[config.mk]
export PLATFORM = sky130hd
export DESIGN_NAME = bitsel_latch
export DESIGN_NICKNAME = d
export VERILOG_FILES = /design/src/rtl/lat_pkg.sv /design/src/rtl/lat_mode_dec.sv /design/src/rtl/lat_sel_dec.sv /design/src/rtl/lat_bit_cell.sv /design/src/rtl/bitsel_latch.sv
export SDC_FILE = /design/constraint.sdc
export NUM_CORES = 1
export LEC_CHECK = 0
export BUFFER_PORTS_ARGS = -buffer_cell sky130_fd_sc_hd__buf_4
export CORE_MARGIN = 5
export CORE_UTILIZATION = 38
export DETAILED_ROUTE_END_ITERATION = 16
export PLACE_DENSITY = 0.73
export SYNTH_ARGS = -nofsm -noshare
export SYNTH_HDL_FRONTEND = slang
export SYNTH_HIERARCHICAL = 1
export SYNTH_SLANG_ARGS = --single-unit
[constraint.sdc]
create_clock -name clk -period 0.8 [get_ports clk]
set_input_delay 0.12 -clock clk [delete_from_list [all_inputs] [get_ports clk]]
set_output_delay 0.12 -clock clk [all_outputs]
set_load 0.01 [all_outputs]
[src/rtl/lat_pkg.sv]
// Shared types for the addressable bit latch.
// Assumes nothing beyond a two-bit mode encoding.
package lat_pkg;
    typedef enum logic [1:0] {
        MODE_WRITE = 2'd0,
        MODE_HOLD  = 2'd1,
        MODE_DEMUX = 2'd2,
        MODE_CLEAR = 2'd3
    } lat_mode_e;
endpackage

[src/rtl/lat_mode_dec.sv]
// Maps the two active-low controls onto one of four operating modes.
// Assumes both controls are sampled by the caller on the same clock edge.
module lat_mode_dec
    import lat_pkg::*;
(
    input  logic      wr_en_n,
    input  logic      clr_n,
    output lat_mode_e mode
);
    // Purpose: decode the control pair into a mode.
    always_comb begin
        case ({wr_en_n, clr_n})
            2'b01:   mode = MODE_WRITE;
            2'b11:   mode = MODE_HOLD;
            2'b00:   mode = MODE_DEMUX;
            default: mode = MODE_CLEAR;
        endcase
    end
endmodule

[src/rtl/lat_sel_dec.sv]
// Converts a binary index into a one-hot hit vector, bit 0 for index 0.
// Assumes WIDTH does not exceed 2**ADDR_W.
module lat_sel_dec #(
    parameter int WIDTH  = 8,
    parameter int ADDR_W = $clog2(WIDTH)
) (
    input  logic [ADDR_W-1:0] sel,
    output logic [WIDTH-1:0]  hit
);
    // Purpose: one comparator per bit position.
    for (genvar i = 0; i < WIDTH; i++) begin : g_hit
        assign hit[i] = (sel == ADDR_W'(i));
    end
endmodule

[src/rtl/lat_bit_cell.sv]
// One storage bit: chooses its next value from the mode and its hit line.
// Assumes hit is high for at most one cell of the bank.
module lat_bit_cell
    import lat_pkg::*;
(
    input  logic      clk,
    input  logic      rst_n,
    input  lat_mode_e mode,
    input  logic      hit,
    input  logic      din,
    output logic      q
);
    logic nxt;

    // Purpose: next-state selection per mode.
    always_comb begin
        case (mode)
            MODE_WRITE: nxt = hit ? din : q;
            MODE_HOLD:  nxt = q;
            MODE_DEMUX: nxt = hit & din;
            default:    nxt = 1'b0;
        endcase
    end

    // Purpose: state register with synchronous active-low reset.
    always_ff @(posedge clk) begin
        if (!rst_n) q <= 1'b0;
        else        q <= nxt;
    end
endmodule

[src/rtl/bitsel_latch.sv]
// Addressable bit latch: write, hold, one-hot decode and clear modes,
// all applied on the rising clock edge, with registered outputs.
// Assumes controls, index and data are stable around each rising edge.
module bitsel_latch
    import lat_pkg::*;
#(
    parameter int WIDTH  = 8,
    parameter int ADDR_W = $clog2(WIDTH)
) (
    input  logic              clk,
    input  logic              rst_n,
    input  logic              wr_en_n,
    input  logic              clr_n,
    input  logic [ADDR_W-1:0] sel,
    input  logic              din,
    output logic [WIDTH-1:0]  q
);
    lat_mode_e         mode;
    logic [WIDTH-1:0]  hit;

    lat_mode_dec u_mode (.wr_en_n(wr_en_n), .clr_n(clr_n), .mode(mode));

    lat_sel_dec #(.WIDTH(WIDTH), .ADDR_W(ADDR_W)) u_sel (.sel(sel), .hit(hit));

    // Purpose: one storage cell per output bit.
    for (genvar i = 0; i < WIDTH; i++) begin : g_cell
        lat_bit_cell u_cell (
            .clk  (clk),
            .rst_n(rst_n),
            .mode (mode),
            .hit  (hit[i]),
            .din  (din),
            .q    (q[i])
        );
    end

    // Assertions on port behaviour across one edge.
    a_r2_write_bit: assert property (@(posedge clk) disable iff (!rst_n)
        (!wr_en_n && clr_n) |=> (q[$past(sel)] == $past(din)));
    a_r3_write_others: assert property (@(posedge clk) disable iff (!rst_n)
        (!wr_en_n && clr_n) |=> ($countones(q ^ $past(q)) <= 1));
    a_r4_hold: assert property (@(posedge clk) disable iff (!rst_n)
        (wr_en_n && clr_n) |=> (q == $past(q)));
    a_r5_demux: assert property (@(posedge clk) disable iff (!rst_n)
        (!wr_en_n && !clr_n) |=> ($onehot0(q) && q[$past(sel)] == $past(din)));
    a_r6_decode: assert property (@(posedge clk) disable iff (!rst_n)
        (!wr_en_n && !clr_n && din) |=> $onehot(q));
    a_r7_clear: assert property (@(posedge clk) disable iff (!rst_n)
        (wr_en_n && !clr_n) |=> (q == '0));
endmodule

After elaboration in Yosys (flattened, before gate mapping) --
Cells that the tools add are included. Widths: inputs -> output; s select.
Word-level totals: register bits after elaboration 8, input port bits 8, logic and storage cells 64
Operators by class: equal/unequal tests 19, multiplexer cells 17, bitwise operators 9, reductions and logical operators 11
Operators by type and width (count):
- $pmux 1 s3 | 8
- $ne 2x1->1 const B | 8
- $reduce_and 2->1 | 8
- $eq 3x3->1 const B | 4
- $and 1x1->1 | 8
- $mux 1 | 8
- $eq 3x2->1 const B | 2
- $pmux 2 s3 | 1
- $eq 2x1->1 const B | 2
- $eq 2x2->1 const B | 2
- $logic_not 2->1 | 2
- $eq 3x1->1 const B | 1
- $logic_not 3->1 | 1
- $not 1->1 | 1

Logic depth before layout (Yosys ltp) --
depth after elaboration 5, depth in mapped cells 4

Cells and area by module --
The synthesis kept the hierarchy.
Modules (own cells, without submodules):
- lat_bit_cell | instances 8, cells each 5, area an instance 57.6 um2
- lat_sel_dec | instances 1, cells each 8, area an instance 65.1 um2
- lat_mode_dec | instances 1, cells each 2, area an instance 7.5 um2

Least setup slack after synthesis --
No wires, ideal clock.
path type input -> register, from input port wr_en_n, to register g_cell[1].u_cell.q, data arrival time 0.706 ns, data required time 0.684 ns, setup slack -0.022 ns, stages on the path 4, path buffers 1, cells stage by stage clkbuf_1 -> nand2b_4 -> mux2i_1 -> nor2b_1
Between the ends: cells in the longest elaborated chain, start to end 5, elaborated cells on any way between the ends 11, classes of those cells 5 x eq/ne; 2 x mux; 1 x bitwise; 3 x reduce/logical
Ends and longest elaborated chain:
- from (decl) | line bitsel_latch.sv:12 | input logic wr_en_n,
- $eq 2x2->1, or another cell as far along | line lat_mode_dec.sv:12 | case ({wr_en_n, clr_n})
- $pmux 2 s3 (*) | line lat_mode_dec.sv:12
- $logic_not 2->1 or $eq 2x1->1 (tied branches) | line lat_bit_cell.sv:17 | case (mode)
- $ne 2x1->1 (no source line) or $not 1->1 (tied branches)
- $reduce_and 2->1 (no source line)
- to (signal assigned) | line lat_bit_cell.sv:28 | else q <= nxt;
- to (decl) | line lat_bit_cell.sv:11 | output logic q
Every way passes the cells marked *; elsewhere a longest branch is shown, timed or not. A chain may end at the register's enable or synchronous reset.

Final worst setup path --
from register g_cell[4].u_cell.q, to output port q[4]
RTL lines:
- from (decl) | line lat_bit_cell.sv:11
- from (signal assigned) | line lat_bit_cell.sv:28
- to (decl) | line bitsel_latch.sv:16 | output logic [WIDTH-1:0] q
No word-level cell between the ends.

==> qor.yml <==
status: "finished, violations left"
violations: "setup timing"
max_freq_mhz: 1241
largest_register_ffs: 8
crit_chain: "buf_6"
cp-end-kind: "output port"
finalSetupViolCount: 4
fin_cells: 83
hold_slack_ns: 0.1380
area_delta_synth_final_pct: 39.91
critPathArrivalTime_ns: 0.69
cts_root_buffer: "clkbuf_4"
layout_setup_ws_ns: -0.005835
critical_path_class: "reg -> out"
overflow: 0
fin_setup_tns_ns: -0.01560
cp_slowest_stage_delay_ns: 0.32
cts_tree: "built"
cts_max_level: 1
cts-hold-fix-buffers: 0
antenna_found_initial: 0
hold_viol_final: 0
top_regs: "g_cell.u_cell/q: 8 flops"
drive_above_1_share_pct: 61.76
synthCells: 50
crit_buf_inv: 1
numCtsBuffers: 3
start_kind: "flop"
grt_max_degree: 9
clkTransAtPathRegs_ns: 0.06
grt_pass1_vias: 379
die_w_microns: 47.45
die_area_sq_um: 2252
top_register: "g_cell.u_cell/q"
cp_top_family: "flip-flops"
fin_crit_ns: 0.8058
num_rows: 13
total_power_mw: 0.8767
cap_violations: 0
grt_pass1_wl_microns: 1676
ys_ff_latch: 8
hold_class: "in -> reg"
chipHeight_microns: 47.45
post-route-drc-count: 0
final_util_pct: 56.60
rsz0062_at_grt: "true"
clkLatencyLatePin_ns: 0.25
syn-num-nets: 58
stdcell_area_sq_um: 745.7
grtUsageTotal_pct: 10.81
dr.pass1.iters: 2
dp_cells: 80
dp_slack_ns: -0.1479
max-clock-path-buffers: 2
cp.required_ns: 0.68
vias: 383
hpwl_microns: 707.5
core-area_sq_um: 1318
slew_violations: 0
placed_area_sq_um: 683.2
yosys_warnings: 6
start_util_pct: 40.46
power_density_nw_per_um2: 1176
io_pins: 16
fin_crit_sh_pct: 100.7
cp_max_fo: 2
slowest_stage: "dfxtp_2"
netlist_area_sq_um: 533.0
synth.distinct_cells: 11
syn_avg_cell_area_sq_um: 10.66
avgViaCountPerCell: 4.614
slew_headroom_pct: 85.05
finalClockSkew_ns: 0
io_buffers: 15
n_antenna_cell: 0
worst_pin_slew_ns: 0.2233
leakage_nw: 0.4015
antenna_left: 0
nFillCells: 112
vdd_drop_max_mv: 0.6219
finalNetCount: 78
wl_microns: 942
finalWeightedCongestion: 0.6215
wl_per_cell_microns: 11.35
ys_seq_area_share_pct: 30.05
drtIter0Drc: 6
numClockSinks: 8
area by class of cell:
| type | instances | area (sq um) | area share (%) |
|---|---|---|---|
| flip-flops and latches | 8 | 170.2 | 22.82 |
| well taps | 15 | 18.77 | 2.517 |
| inverters | 1 | 3.754 | 0.5034 |
| repair buffers | 16 | 150.1 | 20.13 |
| multi-input cells | 40 | 380.4 | 51.01 |
| clock buffers | 3 | 22.52 | 3.020 |
repair_timing:
| item | CTS | global route |
|---|---|---|
| setup endpoints to repair | 8 | 15 |
| gates cloned | 0 | 0 |
| gates resized for setup | 16 | 0 |
| buffers inserted | 0 | 0 |
cell families after synthesis:
group,count (synthesis),synth area share [%]
flip-flops,8,30.05
AND/OR/NAND/NOR,32,53.52
multiplexers,8,15.02
buffers and inverters,2,1.407
report_power, final:
group	internal (mW)	switching [mW]
sequential	0.405	0.00346
combinational	0.0950	0.0634
clock	0.172	0.138
cell usage after synthesis:
library cell	instances	share of area [%]
inv_1	1	0.70
nand2b_4	8	21
dfxtp_1	8	30
and2b_1	8	11
nor2b_1	8	9.4
clkbuf_1	1	0.70
nor3_1	1	0.94
mux2i_1	8	15
and3_2	1	1.4
nor3b_1	3	4.2
and3b_2	3	5.6
final timing paths:
kind	to	cells after the start	from	slack (ns)
worst min register to register	g_cell[3].u_cell/q$_SDFFE_PN0P_	3	g_cell[3].u_cell/q$_SDFFE_PN0P_	0.63
worst max-delay path	q[4]	1	g_cell[4].u_cell/q$_SDFFE_PN0P_	-0.006
worst min-delay path	g_cell[0].u_cell/q$_SDFFE_PN0P_	2	rst_n	0.14
worst max register to register	g_cell[4].u_cell/q$_SDFFE_PN0P_	3	g_cell[4].u_cell/q$_SDFFE_PN0P_	0.02
placed cells by master (no fill, tap or decap):
master / instances
and3b_2: 3
and2b_1: 8
nor2b_1: 8
buf_6: 8
and3_2: 1
nor3b_2: 3
nor3_1: 1
buf_4: 8
inv_1: 1
mux2i_1: 8
clkbuf_4: 3
nand2b_4: 8
dfxtp_2: 8
layer usage:
metal,global-route usage (%),vias up,part of all wire (%)
met5,0,-,0
met4,8.287,0,1.3
met3,3.008,2,7.5
met2,15.78,10,44
met1,13.32,169,47
li1,-,202,-
No activity file was read; power rests on OpenSTA's default activity.
